--- src/rtl/tsb_pkg.sv ---
package tsb_pkg;

  typedef enum logic [1:0] {
    ST_BAL    = 2'd0,
    ST_TOPFAV = 2'd1,
    ST_BOTFAV = 2'd2,
    ST_FAULT  = 2'd3
  } steer_mode_e;

  // Returns {top, bot} for a period that starts in the given mode.
  function automatic logic [1:0] steer_pick(steer_mode_e mode, logic next_top);
    logic [1:0] r;
    case (mode)
      ST_BAL:    r = next_top ? 2'b10 : 2'b01;
      ST_TOPFAV: r = 2'b10;
      ST_BOTFAV: r = 2'b01;
      default:   r = 2'b00;
    endcase
    return r;
  endfunction

  // Next mode of the correction state machine.
  function automatic steer_mode_e steer_next(steer_mode_e mode, logic hi,
                                             logic lo, logic abv);
    steer_mode_e n;
    n = mode;
    if (hi && lo) begin
      n = ST_FAULT;
    end else begin
      case (mode)
        ST_BAL:    n = hi ? ST_BOTFAV : (lo ? ST_TOPFAV : ST_BAL);
        ST_BOTFAV: n = abv ? ST_BOTFAV : ST_BAL;
        ST_TOPFAV: n = abv ? ST_BAL : ST_TOPFAV;
        default:   n = ST_FAULT;
      endcase
    end
    return n;
  endfunction

endpackage

--- src/rtl/tsb_sync.sv ---
module tsb_sync #(
  parameter int W      = 4,
  parameter int STAGES = 2
) (
  input  logic         clk,
  input  logic         rst_n,
  input  logic [W-1:0] d,
  output logic [W-1:0] q
);
  logic [W-1:0] stg [STAGES];

  for (genvar s = 0; s < STAGES; s++) begin : g_stage
    if (s == 0) begin : g_first
      always_ff @(posedge clk or negedge rst_n)
        if (!rst_n) stg[s] <= '0;
        else        stg[s] <= d;
    end else begin : g_next
      always_ff @(posedge clk or negedge rst_n)
        if (!rst_n) stg[s] <= '0;
        else        stg[s] <= stg[s-1];
    end
  end

  assign q = stg[STAGES-1];
endmodule

--- src/rtl/tsb_mode.sv ---
module tsb_mode
  import tsb_pkg::*;
(
  input  logic        clk,
  input  logic        rst_n,
  input  logic        hi,
  input  logic        lo,
  input  logic        abv,
  input  logic        period_start,
  output steer_mode_e mode_q,
  output logic        next_top_q,
  output logic        clash
);
  assign clash = hi & lo;

  always_ff @(posedge clk or negedge rst_n) begin
    if (!rst_n) begin
      mode_q     <= ST_BAL;
      next_top_q <= 1'b1;
    end else begin
      mode_q <= steer_next(mode_q, hi, lo, abv);
      // Alternation phase advances only on balanced periods.
      if (period_start && mode_q == ST_BAL && !clash)
        next_top_q <= ~next_top_q;
    end
  end
endmodule

--- src/rtl/tsb_route.sv ---
module tsb_route
  import tsb_pkg::*;
(
  input  logic        clk,
  input  logic        rst_n,
  input  logic        pwm_s,
  input  steer_mode_e mode_q,
  input  logic        next_top_q,
  input  logic        clash,
  output logic        period_start,
  output logic        route_top_q,
  output logic        route_bot_q,
  output logic        gate_top_q,
  output logic        gate_bot_q
);
  logic       pwm_d;
  logic       fault_now;
  logic [1:0] pick;
  logic       rt_nxt, rb_nxt;

  assign period_start = pwm_s & ~pwm_d;
  assign fault_now    = clash | (mode_q == ST_FAULT);
  assign pick         = fault_now ? 2'b00 : steer_pick(mode_q, next_top_q);
  assign rt_nxt       = period_start ? pick[1] : route_top_q;
  assign rb_nxt       = period_start ? pick[0] : route_bot_q;

  always_ff @(posedge clk or negedge rst_n) begin
    if (!rst_n) begin
      pwm_d       <= 1'b0;
      route_top_q <= 1'b0;
      route_bot_q <= 1'b0;
      gate_top_q  <= 1'b0;
      gate_bot_q  <= 1'b0;
    end else begin
      pwm_d       <= pwm_s;
      route_top_q <= rt_nxt;
      route_bot_q <= rb_nxt;
      gate_top_q  <= pwm_s & rt_nxt & ~fault_now;
      gate_bot_q  <= pwm_s & rb_nxt & ~fault_now;
    end
  end
endmodule

--- src/rtl/tsb_steer.sv ---
module tsb_steer
  import tsb_pkg::*;
#(
  parameter int SYNC_STAGES = 2
) (
  input  logic clk,
  input  logic rst_n,
  input  logic pwm_in,
  input  logic tap_high,
  input  logic tap_low,
  input  logic tap_above_tgt,
  output logic gate_top,
  output logic gate_bot
);
  localparam int NIN = 4;

  logic [NIN-1:0] raw, syn;
  logic           pwm_s, hi_s, lo_s, abv_s;
  steer_mode_e    mode_q;
  logic           next_top_q, clash, period_start;
  logic           route_top_q, route_bot_q;
  logic           fault_q;

  assign raw = {pwm_in, tap_high, tap_low, tap_above_tgt};
  assign {pwm_s, hi_s, lo_s, abv_s} = syn;

  tsb_sync #(.W(NIN), .STAGES(SYNC_STAGES)) u_sync (
    .clk(clk), .rst_n(rst_n), .d(raw), .q(syn)
  );

  tsb_mode u_mode (
    .clk(clk), .rst_n(rst_n), .hi(hi_s), .lo(lo_s), .abv(abv_s),
    .period_start(period_start), .mode_q(mode_q),
    .next_top_q(next_top_q), .clash(clash)
  );

  tsb_route u_route (
    .clk(clk), .rst_n(rst_n), .pwm_s(pwm_s), .mode_q(mode_q),
    .next_top_q(next_top_q), .clash(clash), .period_start(period_start),
    .route_top_q(route_top_q), .route_bot_q(route_bot_q),
    .gate_top_q(gate_top), .gate_bot_q(gate_bot)
  );

  assign fault_q = (mode_q == ST_FAULT);
endmodule

--- config.mk ---
export PLATFORM = sky130hd
export DESIGN_NAME = tsb_steer
export DESIGN_NICKNAME = d
export VERILOG_FILES = /design/src/rtl/tsb_pkg.sv /design/src/rtl/tsb_sync.sv /design/src/rtl/tsb_mode.sv /design/src/rtl/tsb_route.sv /design/src/rtl/tsb_steer.sv
export SDC_FILE = /design/constraint.sdc
export NUM_CORES = 1
export LEC_CHECK = 0
export ABC_AREA = 1
export CAP_MARGIN = 20
export CORE_MARGIN = 2
export CORE_UTILIZATION = 44
export CTS_CLUSTER_DIAMETER = 150
export DETAILED_ROUTE_END_ITERATION = 8
export GPL_TIMING_DRIVEN = 0
export PLACE_DENSITY = 0.69
export SKIP_LAST_GASP = 1
export SYNTH_ARGS = -nofsm -noshare
export SYNTH_HDL_FRONTEND = slang
export SYNTH_HIERARCHICAL = 1
export SYNTH_SLANG_ARGS = --single-unit
--- constraint.sdc ---
create_clock -name clk -period 1.2 [get_ports clk]
set_clock_uncertainty 0.2 [all_clocks]
set_input_delay 0.12 -clock clk [delete_from_list [all_inputs] [get_ports clk]]
set_output_delay 0.12 -clock clk [all_outputs]
set_load 0.01 [all_outputs]
=== Word-level counts from Yosys, hierarchy flattened ===
Cells that the tools add are included.

* Register bits after elaboration: 16
* Output and inout port bits: 2
* Logic and storage cells: 38

* Eq/ne operators: 3
* Mux-type cells: 11
* Bitwise logic cells: 10
* Reduce and logical (&&, ||, !) cells: 5

{| class="wikitable"
|+ Operator list
! operator !! number
|-
| 2-bit case mux with 3 select lines || 2
|-
| 2-bit two-way mux || 5
|-
| 1-bit bitwise AND || 6
|-
| 2-bit == test, second input constant || 2
|-
| 1-bit two-way mux || 4
|-
| 1-bit logical AND || 3
|-
| 1-bit inverter || 3
|-
| 2-bit by 1-bit == test with 1-bit output, second input constant || 1
|-
| 2-bit zero test || 1
|-
| 1-bit zero test || 1
|-
| 1-bit OR || 1
|}

=== Logic depth before layout (Yosys ltp) ===
* Depth after elaboration: 6
* Mapped depth: 8

=== By module ===
The synthesis kept the hierarchy.

{| class="wikitable"
|+ By module, submodules not included
! module !! instances !! cells each !! area each (µm²) !! seq. area each (µm²)
|-
| tsb_sync || 1 || 12 || 230.2 || 200.2
|-
| tsb_route || 1 || 24 || 209.0 || 125.1
|-
| tsb_mode || 1 || 18 || 153.9 || 76.3
|}

=== Worst setup path before layout ===
Ideal clock, no wire load.

* Kind: reg2reg
* Start: register u_sync.stg, in the netlist u_sync/q[2]
* End: register u_route.gate_bot_q
* Setup time: 77 ps
* Data arrival time: 1,002 ps
* Data required time: 923 ps
* Setup slack: -80 ps
* Cell stages (with the launch flop): 9
* Buffers on the path: 1
* Period minus slack after synthesis: 1,280 ps
* Cell sequence: dfrtp_1 buf_4 nand2_1 inv_1 inv_1 nand2_1 nor2_2 nand2_1 a21oi_1

* Longest elaborated chain between the ends: 6
* Elaborated cells between the ends (all ways): 7
* Those cells by class: mux: 2; bitwise: 5

{| class="wikitable"
|+ Ends and longest elaborated chain
! what !! line !! text
|-
| start: declaration || tsb_sync.sv:10 || <nowiki>logic [W-1:0] stg [STAGES];</nowiki>
|-
| start signal: indexed assignment || tsb_sync.sv:20 || <nowiki>else stg[s] <= stg[s-1];</nowiki>
|-
| 1-bit bitwise AND (*) || tsb_mode.sv:14 || <nowiki>assign clash = hi & lo;</nowiki>
|-
| net clash || tsb_steer.sv:20 || <nowiki>logic next_top_q, clash, period_start;</nowiki>
|-
| 1-bit OR (*) || tsb_route.sv:22 || <nowiki>assign fault_now = clash | (mode_q == ST_FAULT);</nowiki>
|-
| 2-bit two-way mux || tsb_route.sv:23 || <nowiki>assign pick = fault_now ? 2'b00 : steer_pick(mode_q, next_top_q);</nowiki>
|-
| 1-bit two-way mux || tsb_route.sv:25 || <nowiki>assign rb_nxt = period_start ? pick[0] : route_bot_q;</nowiki>
|-
| 1-bit bitwise AND || tsb_route.sv:39 || <nowiki>gate_bot_q <= pwm_s & rb_nxt & ~fault_now;</nowiki>
|-
| 1-bit bitwise AND (*) || tsb_route.sv:39 ||
|-
| end signal: assignment || tsb_route.sv:39 ||
|-
| end: declaration || tsb_route.sv:14 || <nowiki>output logic gate_bot_q</nowiki>
|}

The timed path passes the listed nets; every way through them passes the cells marked *.
A chain may end at the register's enable or synchronous reset.

=== Worst setup path in the final report ===
* Start: register u_mode.next_top_q
* End: register u_route.gate_top_q

* Longest elaborated chain between the ends: 6

{| class="wikitable"
|+ Ends and longest elaborated chain
! what !! line !! text
|-
| start: declaration || tsb_mode.sv:11 || <nowiki>output logic next_top_q,</nowiki>
|-
| start signal: assignment || tsb_mode.sv:24 || <nowiki>next_top_q <= ~next_top_q;</nowiki>
|-
| 2-bit two-way mux || tsb_pkg.sv:14 || <nowiki>ST_BAL: r = next_top ? 2'b10 : 2'b01;</nowiki>
|-
| 2-bit case mux with 3 select lines || tsb_pkg.sv:13 || <nowiki>case (mode)</nowiki>
|-
| 2-bit two-way mux || tsb_route.sv:23 ||
|-
| 1-bit two-way mux || tsb_route.sv:24 || <nowiki>assign rt_nxt = period_start ? pick[1] : route_top_q;</nowiki>
|-
| 1-bit bitwise AND (2 in series) || tsb_route.sv:38 || <nowiki>gate_top_q <= pwm_s & rt_nxt & ~fault_now;</nowiki>
|-
| end signal: assignment || tsb_route.sv:38 ||
|-
| end: declaration || tsb_route.sv:13 || <nowiki>output logic gate_top_q,</nowiki>
|}

No other way between the ends.

==> reports/metrics.cfg <==
[power_and_ir_drop]
cellPowerDensity_nw_per_um2 = 1910
leakagePower_nw = 0.363
worst_ir_drop_vdd_mv = 0.780
final_total_power_mw = 1.43

[layout]
syn_to_final_growth_pct = 26.6
final_core_utilization_pct = 58.4
nets = 73
seqCellArea_um2 = 404
layout_cell_share_with_drive_strength_beyond_1_pct = 39.4
n_fill_cell = 116
insertedDiodeCount = 0
multi_input_gate_area_um2 = 171

[worst_setup_path]
startpoint_type = flop
cpPeakStageDelay_ns = 0.56
worstPathRequired_ns = 1.21
cp_max_fo = 4
critical_path.n_buffers_inverters = 0
path_common_cell = nor2_1
worst_ep_arrival_time_ns = 1.24
crit_chain = nor2_1, nor2_1, nand2_2, a21oi_2
critPathKind = flop to flop
setup.worst_path.end_class = flop
critical-path-slowest-cell = dfstp_2
critical_path.top_delay_family = flip-flops

[grt]
grt_first_pass_wirelength_um = 1520
overflow = 0
grt_util_all_layers_pct = 14.9
grt_max_degree = 17
antenna_found_initial = 0
grt_pass1_vias = 377

[drt]
route.detailed.wl_per_inst_um = 10.6
postRouteWirelength_um = 862
count_of_nets_left_with_antenna_violations_after_detail_routing = 0
initialDrtViolationCount = 12
post_drt_via_cell_ratio = 4.77
route.detailed.drc = 0
detail_route.first_pass.iterations = 4
num_vias = 386

[timing]
grt_setup_unrepaired = yes
part_of_the_cycle_the_worst_path_needs_pct = 103
clock.fmax_ghz = 0.810
postLayoutSetupSlackWorst_ns = -0.0338
worst_slew_pin_slew_ns = 0.663
fin_setup_tns_ns = -0.0338
setup_violations = 1
fin_crit_ns = 1.23
finalHoldViolCount = 0
slew_headroom_pct = 55.7
maxSlewViolCount = 0

[status]
failed_checks = setup timing
outcome = finished with violations

[clocking]
clock_sinks = 16
worst_skew_pair.late_latency_ns = 0.27
clkTransAtPathRegs_ns = 0.09
cts_made_buffers = 3
max-clock-path-buffers = 2
cts_tree = built
root_buf_cell = clkbuf_4
cts_hold_buffers = 0
h-tree-depth = 1

[floorplan]
core.rowCount = 13
area_inside_the_core_boundary_um2 = 1280
die_w_um = 40.7
pin_count = 8
die_height_um = 40.7
floorplan.initialDensity_pct = 46.2
design.die.area_um2 = 1660

[logic_synthesis]
synth.yosys.seq_area_share_pct = 67.7
syn-cell-area_um2 = 593
synth.avg_cell_area_um2 = 11.0
syn-instance-count = 54
syn-num-nets = 60
synth-seq-cells = 16
synth_cell_type_count = 15
ys_warn_count = 6

[place]
io_buffer_count = 7
gp_routability_congestion = 0.615

[worst_hold_path]
hold_path_class = input port to async pin

[run]
timing.max_cap.violations = 0

==> state kept, by name (all words and copies together), names as in the netlist <==
signal and flops:
u_mode/mode_q 2, u_sync/q 4, u_route/pwm_d 1, u_route/route_bot_q 1, u_mode/next_top_q 1, u_sync/stg 4, u_route/gate_top_q 1, u_route/gate_bot_q 1
u_route/route_top_q 1
==> cells by family after synthesis <==
group	Yosys count	synth area share (%)
flip-flops	16	67.7
AND/OR/NAND/NOR	23	18.8
buffers and inverters	10	8.86
AO/OA/AOI/OAI	5	4.64
==> through the flow <==
stage	hold WS (ns)	cells	setup WS [ns]	cell area, µm²
2_1_floorplan	-0.376	54	-0.0107	604
3_3_place_gp	0.131	76	-0.0558	693
3_5_place_dp	0.135	76	-0.127	693
4_1_cts	0.0622	81	-0.0234	743
5_1_grt	0.0595	81	-0.0799	751
6_report	0.0437	81	-0.0338	751
==> layout make-up <==
cell class / instances / area share (%)
Buffer: 2 / 2.00
Clock buffer: 4 / 4.83
Inverter: 6 / 3.00
Multi-Input combinational cell: 28 / 22.8
Sequential cell: 16 / 53.8
Tap cell: 15 / 2.50
Timing Repair Buffer: 10 / 11.0
==> cells in the final DEF (no fill, tap or decap), types with 2 or more instances in the layout <==
cell type        synthesis  layout
dfrtp_1                 15      13
nand2_1                 13       9
clkdlybuf4s50_1          0       5
buf_4                    4       5
inv_1                    6       4
clkbuf_4                 0       3
nand3_1                  3       3
nand2_2                  1       3
nand2_4                  0       2
inv_2                    0       2
nor2_4                   1       2
dfrtp_2                  0       2
nor2_1                   2       2
a21oi_2                  0       2
==> layer usage <==
metal | vias to the layer above | share of wire (%) | global-route usage [%]
met2 | 11 | 52 | 24.6
met4 | 0 | 0 | 7.50
met5 | - | 0 | 0
met1 | 186 | 43 | 17.1
li1 | 189 | - | -
met3 | 0 | 5.1 | 4.89
==> power breakdown <==
group | switching [mW] | internal, mW | total (mW)
registers | 0.0861 | 0.653 | 0.739
clock network | 0.156 | 0.184 | 0.341
logic | 0.193 | 0.159 | 0.352
==> Yosys cell counts <==
cell       n  area share (%)
a21oi_1    2             1.7
buf_4      4             5.1
dfrtp_1   15              63
dfstp_2    1             4.4
inv_1      6             3.8
nand2_1   13             8.2
nand2_2    1             1.1
nand3_1    3             2.5
nand3_2    1             1.7
nand4_1    1             1.1
nor2_1     2             1.3
nor2_2     1             1.1
nor2_4     1             1.9
o21ai_0    2             1.7
o21bai_1   1             1.3
==> repair_timing <==
action	CTS	global route
endpoints found under the setup margin	5	8
pin swaps	4	4
resized for setup	9	8
hold endpoints to repair	0	0
buffers inserted	3	0
==> path summary, 6_finish.rpt <==
path | from | end | slack, ns | cells after the start
hold reg to reg | u_sync/stg[5]$_DFF_PN0_ | u_sync/q[1]$_DFF_PN0_ | 0.15 | 0
setup / recovery | u_mode/next_top_q$_DFFE_PN1P_ | u_route/gate_top_q$_DFF_PN0_ | -0.03 | 4
setup reg to reg | u_mode/next_top_q$_DFFE_PN1P_ | u_route/gate_top_q$_DFF_PN0_ | -0.03 | 4
hold / removal | rst_n | u_route/gate_top_q$_DFF_PN0_ | 0.04 | 1
max in group asynchronous | rst_n | u_mode/mode_q[0]$_DFF_PN0_ | 0.30 | 1
min in group clk | tap_low | u_sync/stg[5]$_DFF_PN0_ | 0.07 | 1
Note: power is estimated with default switching activity, not from simulation.
